$ cat src/rtl/twoway_cache.sv
`timescale 1ns/1ps
module twoway_cache #(
  parameter int ADDR_W     = 8,
  parameter int DATA_W     = 32,
  parameter int LOG_SETS   = 1,
  parameter bit WRITE_BACK = 1'b1
)(
  input  logic              clk,
  input  logic              rst_n,
  input  logic              cpu_req,
  input  logic              cpu_we,
  input  logic [ADDR_W-1:0] cpu_addr,
  input  logic [DATA_W-1:0] cpu_wdata,
  output logic [DATA_W-1:0] cpu_rdata,
  output logic              cpu_stall,
  input  logic              flush_req,
  output logic              flush_done,
  output logic              mem_req,
  output logic              mem_we,
  output logic [ADDR_W-1:0] mem_addr,
  output logic [DATA_W-1:0] mem_wdata,
  input  logic              mem_ready,
  input  logic [DATA_W-1:0] mem_rdata,
  output logic [31:0]       hit_count,
  output logic [31:0]       miss_count
);
  localparam int SETS  = 1 << LOG_SETS;
  localparam int TAG_W = ADDR_W - LOG_SETS;
  localparam int PTR_W = LOG_SETS + 1;

  typedef enum logic [2:0] {S_IDLE, S_EVICT, S_FILL, S_THRU, S_FLUSH, S_FDONE} state_t;

  state_t            state_q;
  logic [TAG_W-1:0]  tag_q   [SETS][2];
  logic [DATA_W-1:0] data_q  [SETS][2];
  logic [1:0]        valid_q [SETS];
  logic [1:0]        dirty_q [SETS];
  logic [SETS-1:0]   lru_q;
  logic              vic_q;
  logic              replay_q;
  logic [PTR_W-1:0]  fptr_q;

  // index from the low bits, tag from the rest
  wire [LOG_SETS-1:0] idx = cpu_addr[LOG_SETS-1:0];
  wire [TAG_W-1:0]    tag = cpu_addr[ADDR_W-1:LOG_SETS];
  wire [1:0] match = {valid_q[idx][1] && (tag_q[idx][1] == tag),
                      valid_q[idx][0] && (tag_q[idx][0] == tag)};
  wire hit  = |match;
  wire hway = match[1];

  // empty way first, else the LRU way
  wire victim = !valid_q[idx][0] ? 1'b0 :
                !valid_q[idx][1] ? 1'b1 : lru_q[idx];

  wire [LOG_SETS-1:0] fset = fptr_q[PTR_W-1:1];
  wire                fway = fptr_q[0];
  wire fdirty    = valid_q[fset][fway] && dirty_q[fset][fway];
  wire fptr_last = &fptr_q;

  wire lookup     = (state_q == S_IDLE) && cpu_req && !flush_req;
  wire thru_write = !WRITE_BACK && cpu_we;
  wire done_hit   = lookup && hit && !thru_write;

  assign cpu_stall  = cpu_req && !(done_hit || ((state_q == S_THRU) && mem_ready));
  assign cpu_rdata  = data_q[idx][hway];
  assign flush_done = (state_q == S_FDONE);

  always_comb begin
    mem_req   = 1'b0;
    mem_we    = 1'b0;
    mem_addr  = cpu_addr;
    mem_wdata = cpu_wdata;
    case (state_q)
      S_EVICT: begin
        mem_req   = 1'b1;
        mem_we    = 1'b1;
        mem_addr  = {tag_q[idx][vic_q], idx};
        mem_wdata = data_q[idx][vic_q];
      end
      S_FILL: mem_req = 1'b1;
      S_THRU: begin
        mem_req = 1'b1;
        mem_we  = 1'b1;
      end
      S_FLUSH: begin
        mem_req   = fdirty;
        mem_we    = 1'b1;
        mem_addr  = {tag_q[fset][fway], fset};
        mem_wdata = data_q[fset][fway];
      end
      default: ;
    endcase
  end

  always_ff @(posedge clk or negedge rst_n) begin
    if (!rst_n) begin
      state_q    <= S_IDLE;
      vic_q      <= 1'b0;
      replay_q   <= 1'b0;
      fptr_q     <= '0;
      lru_q      <= '0;
      hit_count  <= '0;
      miss_count <= '0;
      for (int s = 0; s < SETS; s++) begin
        valid_q[s] <= '0;
        dirty_q[s] <= '0;
      end
    end else begin
      case (state_q)
        S_IDLE: begin
          if (flush_req) begin
            state_q  <= S_FLUSH;
            fptr_q   <= '0;
            replay_q <= 1'b0;
          end else if (cpu_req) begin
            // count only the first lookup of a request
            if (!replay_q) begin
              if (hit && hit_count != '1)        hit_count  <= hit_count + 32'd1;
              else if (!hit && miss_count != '1) miss_count <= miss_count + 32'd1;
            end
            if (hit) begin
              lru_q[idx] <= !hway;
              replay_q   <= 1'b0;
              if (cpu_we) begin
                data_q[idx][hway] <= cpu_wdata;
                if (WRITE_BACK) dirty_q[idx][hway] <= 1'b1;
                else            state_q <= S_THRU;
              end
            end else begin
              vic_q   <= victim;
              state_q <= (WRITE_BACK && valid_q[idx][victim] && dirty_q[idx][victim])
                         ? S_EVICT : S_FILL;
            end
          end
        end
        S_EVICT: if (mem_ready) state_q <= S_FILL;
        S_FILL: if (mem_ready) begin
          tag_q[idx][vic_q]   <= tag;
          data_q[idx][vic_q]  <= mem_rdata;
          valid_q[idx][vic_q] <= 1'b1;
          dirty_q[idx][vic_q] <= 1'b0;
          replay_q            <= 1'b1;
          state_q             <= S_IDLE;
        end
        S_THRU: if (mem_ready) state_q <= S_IDLE;
        S_FLUSH: if (!fdirty || mem_ready) begin
          if (fdirty) dirty_q[fset][fway] <= 1'b0;
          if (fptr_last) state_q <= S_FDONE;
          else           fptr_q  <= fptr_q + PTR_W'(1);
        end
        S_FDONE: begin
          for (int s = 0; s < SETS; s++) begin
            valid_q[s] <= '0;
            dirty_q[s] <= '0;
          end
          lru_q   <= '0;
          state_q <= S_IDLE;
        end
        default: state_q <= S_IDLE;
      endcase
    end
  end
endmodule

$ cat config.mk
export PLATFORM = sky130hd
export DESIGN_NAME = twoway_cache
export DESIGN_NICKNAME = d
export VERILOG_FILES = /design/src/rtl/twoway_cache.sv
export SDC_FILE = /design/constraint.sdc
export NUM_CORES = 1
export LEC_CHECK = 0
export BUFFER_PORTS_ARGS = -buffer_cell sky130_fd_sc_hd__buf_2
export CORE_MARGIN = 5
export CORE_UTILIZATION = 50
export CTS_BUF_LIST = sky130_fd_sc_hd__clkbuf_16
export DETAILED_ROUTE_END_ITERATION = 7
export HOLD_SLACK_MARGIN = 0.1
export PLACE_DENSITY = 0.8
export SYNTH_ARGS = -nofsm -noshare
export SYNTH_HDL_FRONTEND = slang
export SYNTH_SLANG_ARGS = --single-unit
$ cat constraint.sdc
create_clock -name clk -period 3.8 [get_ports clk]
set_clock_uncertainty 0.1 [all_clocks]
set_input_delay 0.38 -clock clk [delete_from_list [all_inputs] [get_ports clk]]
set_output_delay 0.38 -clock clk [all_outputs]
set_load 0.02 [all_outputs]
==> impl_results.md, run 1 <==
* TritonCTS clock tree: built
* Post-synth EDFFs at 156
* Synth area leader: edfxtp_1
* Slew headroom at 37.39%
* Pwr/cell area at 530.9 mW/mm^2
* Fmax at 0.2794 GHz
* WL final at 39000 um
* Fin Hold WS at 0.1120 ns
* Hold WC Path Type: in2reg
* Share of cells above drive strength 1 at 32.63%
* Residual DRC count at 0
* GRT overflow at 0
* Routed Antenna Nets at 0
* Pleak at 0.006770 uW
* Clock transition at path regs at 0.06 ns
* Final Core Density at 64.09%
* Syn_area_per_cell at 12.66 um^2
* Post-synthesis net count at 1127
* WP data arrival at 3.10 ns
* Mapped cell area at 0.01320 mm^2
* IO buf count at 217
* Root Driver: clkbuf_16
* DP Area at 0.01475 mm^2
* Resized cells post-CTS at 0
* Initial antenna violation count at 1
* Max_cap viols at 0
* YS warnings at 0
* FF-to-FF setup slack at 0.66 ns
* Clk pwr share at 30.6%
* Crit-path max FO at 29
* Synth area leaders: edfxtp_1 (35%), mux4_2 (18%), dfrtp_1 (15%)
* Starting Density at 50.67%
* CP startpoint kind: register
* Post-route cell area at 0.01670 mm^2
* Vias per cell at 6.227
* Core area at 0.02606 mm^2
* Via count at 10642
* RSZ-0062 raised after global routing: no
* Max-slew violations at 0
* Commonest cells after routing, fill and taps aside: nand2_1 (221), buf_2 (215), edfxtp_1 (156), mux4_2 (104), dlygate4sd3_1 (103)
* Vias in the first global route at 11190
* Dpl hpwl at 23870 um
* Die height at 172.5 um
* Setup TNS at 0 ns
* Internal power at 5707 uW
* WS Path Type: reg2out
* Yosys reg bits at 237
* Clock sinks at 237
* CP Data Required Time at 3.32 ns
* Synth Area in XOR/XNOR at 5.174%
* Synth top area share at 35.48%
* Cell variety after synth at 58
* Maximum vdd drop at 0.4986 mV
* 1st-pass router iterations at 6
* Drt wl/cell at 22.82 um
* Synth Area in Adders at 0.5686%
* Ratio of final minimum period to clock period at 94.19%
* Total GRT Usage at 25.44%
* Total power at 8868 uW
* Violation count after the first detailed-route iteration at 1176
* Die X at 172.5 um
* Synth async-reset ratio at 34.18%
* Synthesis-to-finish area growth at 26.50%
* Final min period at 3.579 ns
* GP Congestion at 0.8548
* Total die area at 0.02976 mm^2
* Final Net Count at 1436
* Final Hold Viols at 0
* Simple-gate share of the synthesized area at 13.96%
* Combinational share of power at 33.3%
* Sequential share of the synthesized area at 50.83%
* Worst-Skew Late Latency at 0.56 ns
* First-pass GRT wire length at 61470 um
* Setup violators final at 0
* Post-Synthesis Cells at 1043
* Worst slew pin tran at 0.9391 ns
* Net Sw Frac at 35.65%
* Mux contribution to synthesized area at 21.61%
* Top FF cell, synth: edfxtp_1
* Worst setup EP type: output port
* Post-synthesis compound-gate area fraction at 5.221%
* Switch Pwr at 3161 uW
* Largest net degree at the start of global routing at 76
* Core Rows at 59
* Largest family of logic cells by synthesized area: multiplexers
* # IOs at 218
* Number of setup buffers added after CTS at 0
* CTS HTree Levels at 1
* Share of total power in sequential cells at 36.1%
* Number of buffers created by CTS at 27
* Outcome: complete, no violations
* Max Buffers Root-to-Sink at 3
* Commonest non-fill, non-tap cell in the layout: nand2_1
* # fillers at 1879
==> registers in the layout (all words and copies together), names as in the netlist <==
register and count:
data_q 128, hit_count 32, miss_count 32, tag_q 28
dirty_q 4, valid_q 4, state_q 3, fptr_q 2
lru_q 2, replay_q 1, vic_q 1
==> synthesized netlist by cell type, types with 10 or more instances <==
cell / number
xnor2_1: 53
nor3_1: 24
a22oi_1: 34
buf_1: 12
clkbuf_1: 43
nand2_1: 221
mux4_2: 104
and3_1: 18
mux2_2: 34
nor2_1: 36
edfxtp_1: 156
mux2i_1: 10
nand3_1: 40
dfrtp_1: 81
o21ai_0: 10
xor2_1: 25
nand4_1: 24
==> logic make-up after synthesis <==
kind of cell / Yosys count
compound gates: 95
xor+xnor: 78
fa+ha+maj: 6
buf+inv: 78
flops: 237
mux: 150
simple gates: 399
==> layer usage <==
layer,up-vias,part of all wire [%],track usage (%)
li1,4599,-,-
met1,5253,37,32.77
met2,690,50,43.53
met3,100,10,5.378
met4,0,2.7,7.725
met5,-,0,0
==> power groups by stage <==
stage | Sequential, uW | Combinational [uW] | Clock, uW
after CTS | 3200 | 2910 | 2720
final | 3200 | 2960 | 2710
after global routing | 3230 | 3140 | 2840
after detailed placement | 3240 | 2780 | 0
after global placement | 3230 | 2730 | 0
after floorplan | 3100 | 1940 | 0
==> timing repair <==
item | 4_1_cts | 5_1_grt
setup endpoints to repair | 0 | 0
hold endpoints to repair | 160 | 0
hold buffers | 103 | 0
==> worst max-delay path, stage by stage, from the launching register on <==
cell and delay, ns:
dfrtp_1 0.61, nor2_1 0.20, and2_2 0.45, nor2_4 0.41, buf_4 0.47, nand2_1 0.13
nand2_1 0.11, buf_2 0.18
==> per-stage QoR <==
| stage | cells | worst slack (ns) |
|---|---|---|
| final | 1709 | 0.2208 |
| after global routing | 1709 | 0.08419 |
| after CTS | 1708 | 0.2702 |
| after detailed placement | 1555 | 0.5936 |
| after global placement | 1555 | 0.6303 |
| after floorplan | 1043 | -0.01624 |
==> area by class of cell <==
cell class	instances	area, um^2	share of cell area, %
sequential	237	6715	40.21
multi-input combinational	728	6197	37.10
timing repair buffer	348	2407	14.41
clock buffer	28	700.7	4.195
tap	335	419.2	2.510
clock inverter	22	222.7	1.333
inverter	10	37.54	0.2247
antenna	1	2.502	0.01498
==> worst paths after layout <==
check | endpoint | depth (start not counted) | from
min in group asynchronous | dirty_q[2] | 2 | rst_n
max | mem_wdata[30] | 7 | state_q[0]
max in group asynchronous | vic_q | 3 | rst_n
min reg2reg | hit_count[16] | 1 | hit_count[16]
min | replay_q | 3 | mem_ready
max reg2reg | data_q[0][33] | 7 | state_q[0]
(Power assumes the default switching activity.)
==> inputs of run 2 (changes only) <==
==> config.mk (replaced) <==
export PLATFORM = sky130hd
export DESIGN_NAME = twoway_cache
export DESIGN_NICKNAME = d
export VERILOG_FILES = /design/src/rtl/twoway_cache.sv
export SDC_FILE = /design/constraint.sdc
export NUM_CORES = 1
export LEC_CHECK = 0
export CORE_MARGIN = 5
export CORE_UTILIZATION = 50
export CTS_BUF_LIST = sky130_fd_sc_hd__clkbuf_16
export DETAILED_ROUTE_END_ITERATION = 7
export DONT_BUFFER_PORTS = 1
export HOLD_SLACK_MARGIN = 0.1
export PLACE_DENSITY = 0.73
export SYNTH_ARGS = -nofsm -noshare
export SYNTH_HDL_FRONTEND = slang
export SYNTH_SLANG_ARGS = --single-unit
==> impl_results.md, run 2 (synthesized netlist as in run 1, its figures left out) <==
* Placed cells at 1335
* Pwr/cell area at 527.2 mW/mm^2
* Worst r2r path cells at 7
* Critical Path, Cell by Cell: nor2_1 -> and2_2 -> nor2_4 -> buf_4 -> nand2_1 -> nand2_1
* Max reg flops at 128
* Max_cap viols at 0
* CTS HTree Levels at 1
* Core Rows at 59
* Residual DRC count at 0
* Pleak at 0.005792 uW
* Fmax at 0.2957 GHz
* CP Data Required Time at 3.32 ns
* First-pass GRT wire length at 57930 um
* CP startpoint kind: register
* Starting Density at 50.67%
* FF-to-FF setup slack at 0.66 ns
* Core area at 0.02606 mm^2
* Total GRT Usage at 24.11%
* Dpl hpwl at 23300 um
* Worst path depth at 6
* Maximum vdd drop at 0.6704 mV
* CP delay by family, top: simple AND/OR/NAND/NOR gates
* Reg with most FFs: data_q
* Max Buffers Root-to-Sink at 3
* Violation count after the first detailed-route iteration at 1065
* Outcome: complete, no violations
* Worst r2r dst: hit_count[3]
* Routed Antenna Nets at 0
* Die height at 172.5 um
* Max-slew violations at 0
* Share of cells above drive strength 1 at 19.29%
* Clock transition at path regs at 0.06 ns
* Number of setup buffers added after CTS at 0
* Via count at 9605
* Hold WC Path Type: in2reg
* Worst slew pin tran at 0.9350 ns
* Commonest non-fill, non-tap cell in the layout: nand2_1
* Slew headroom at 37.67%
* GRT overflow at 0
* Dpl ws at 0.6879 ns
* RSZ-0062 raised after global routing: no
* Largest net degree at the start of global routing at 82
* Top cell by count, worst path: nand2_1
* Clock sinks at 237
* # IOs at 218
* Initial antenna violation count at 3
* Synthesis-to-finish area growth at 17.80%
* Die X at 172.5 um
* FF-to-FF Start: state_q[0]
* Root Driver: clkbuf_16
* Final WS setup at 0.4186 ns
* Total die area at 0.02976 mm^2
* Slowest CP cell: nor2_4
* 1st-pass router iterations at 5
* Layout Cells excl Fill at 1493
* Final min period at 3.381 ns
* IO buf count at 0
* TritonCTS clock tree: built
* Number of buffers created by CTS at 26
* WP data arrival at 2.90 ns
* Final Hold Viols at 0
* Biggest regs: data_q: 128 flops, hit_count: 32 flops, miss_count: 32 flops
* WHS Endpoint: state_q[1]
* Crit-path max FO at 25
* Vias per cell at 6.433
* Hold buffers post-CTS at 110
* Worst Hold Launch: mem_ready
* Setup violators final at 0
* Drt wl/cell at 24.81 um
* Worst setup EP type: output port
* WL final at 37040 um
* Buf/Inv on CP at 1
* Vias in the first global route at 9927
* Commonest cells after routing, fill and taps aside: nand2_1 (221), edfxtp_1 (156), dlygate4sd3_1 (109), mux4_2 (104), dfrtp_1 (78)
* Hold Crit Depth at 3
* WS Path Type: reg2out
* Final Net Count at 1222
* GP Congestion at 0.8525
* Resized cells post-CTS at 0
* Worst-Skew Late Latency at 0.55 ns
* Ratio of final minimum period to clock period at 88.98%
* Worst path max stage delay at 0.71 ns
## run 2: changes by cell type in the layout (fill, tap and decap cells not counted), sizes merged, moves of 2 or more
| cell | delta |
|---|---|
| buf | -219 |
| dlygate4sd3 | +6 |
| bufinv | -2 |
| clkbuf | -2 |
| clkinvlp | -2 |
## run 2: routing by layer
| layer | up-vias | track usage, % | wire [um] |
|---|---|---|---|
| li1 | 4172 | - | - |
| met1 | 4809 | 30.50 | 13460 |
| met2 | 555 | 40.91 | 18450 |
| met3 | 67 | 6.651 | 4098 |
| met4 | 2 | 6.867 | 1018 |
| met5 | - | 0 | 12 |
## run 2: power breakdown
| part | switching [uW] | total, uW | internal, uW |
|---|---|---|---|
| Clock | 1010 | 2380 | 1370 |
| Sequential | 362 | 3290 | 2930 |
| Combinational | 1570 | 2530 | 961 |
| Total | 2940 | 8200 | 5260 |
## run 2: area by class of cell
| cell class | count | area [um^2] |
|---|---|---|
| clock buffer | 26 | 650.6 |
| antenna | 2 | 5.005 |
| clock inverter | 20 | 160.2 |
| fill | 1951 | 10510 |
| tap | 335 | 419.2 |
| sequential | 237 | 6718 |
| inverter | 10 | 37.54 |
| timing repair buffer | 135 | 1356 |
| multi-input combinational | 728 | 6207 |
## run 2: worst register-to-register path, stage by stage (launching register included)
cell,delay (ns)
dfrtp_1,0.51
nor4_4,0.45
and2_1,0.28
nand2b_1,0.35
a211oi_4,0.67
buf_4,0.33
nand4_1,0.14
xnor2_1,0.17
## run 2: stage by stage
| stage | setup TNS, ns | util (%) | instance area, um^2 | hold slack, ns | power, uW |
|---|---|---|---|---|---|
| floorplan | -1.039 | - | 13200 | -0.01559 | 5043 |
| global placement | 0 | 52.26 | 13620 | -0.01364 | 5618 |
| detailed placement | 0 | 52.26 | 13620 | -0.01357 | 5671 |
| CTS | 0 | 59.67 | 15550 | 0.1113 | 8215 |
| global route | 0 | 59.69 | 15550 | 0.1477 | 8561 |
| finish | 0 | 59.69 | 15550 | 0.1568 | 8199 |
## run 2: worst max path at each step
stage,end,startpoint,slack (ns)
after floorplan,data_q[0][32],cpu_addr[0],-0.02
after global placement,hit_count[22],state_q[0],0.82
after detailed placement,hit_count[27],state_q[0],0.69
after CTS,mem_wdata[7],state_q[0],0.48
after global routing,mem_wdata[17],state_q[0],0.28
final,mem_wdata[17],state_q[0],0.42
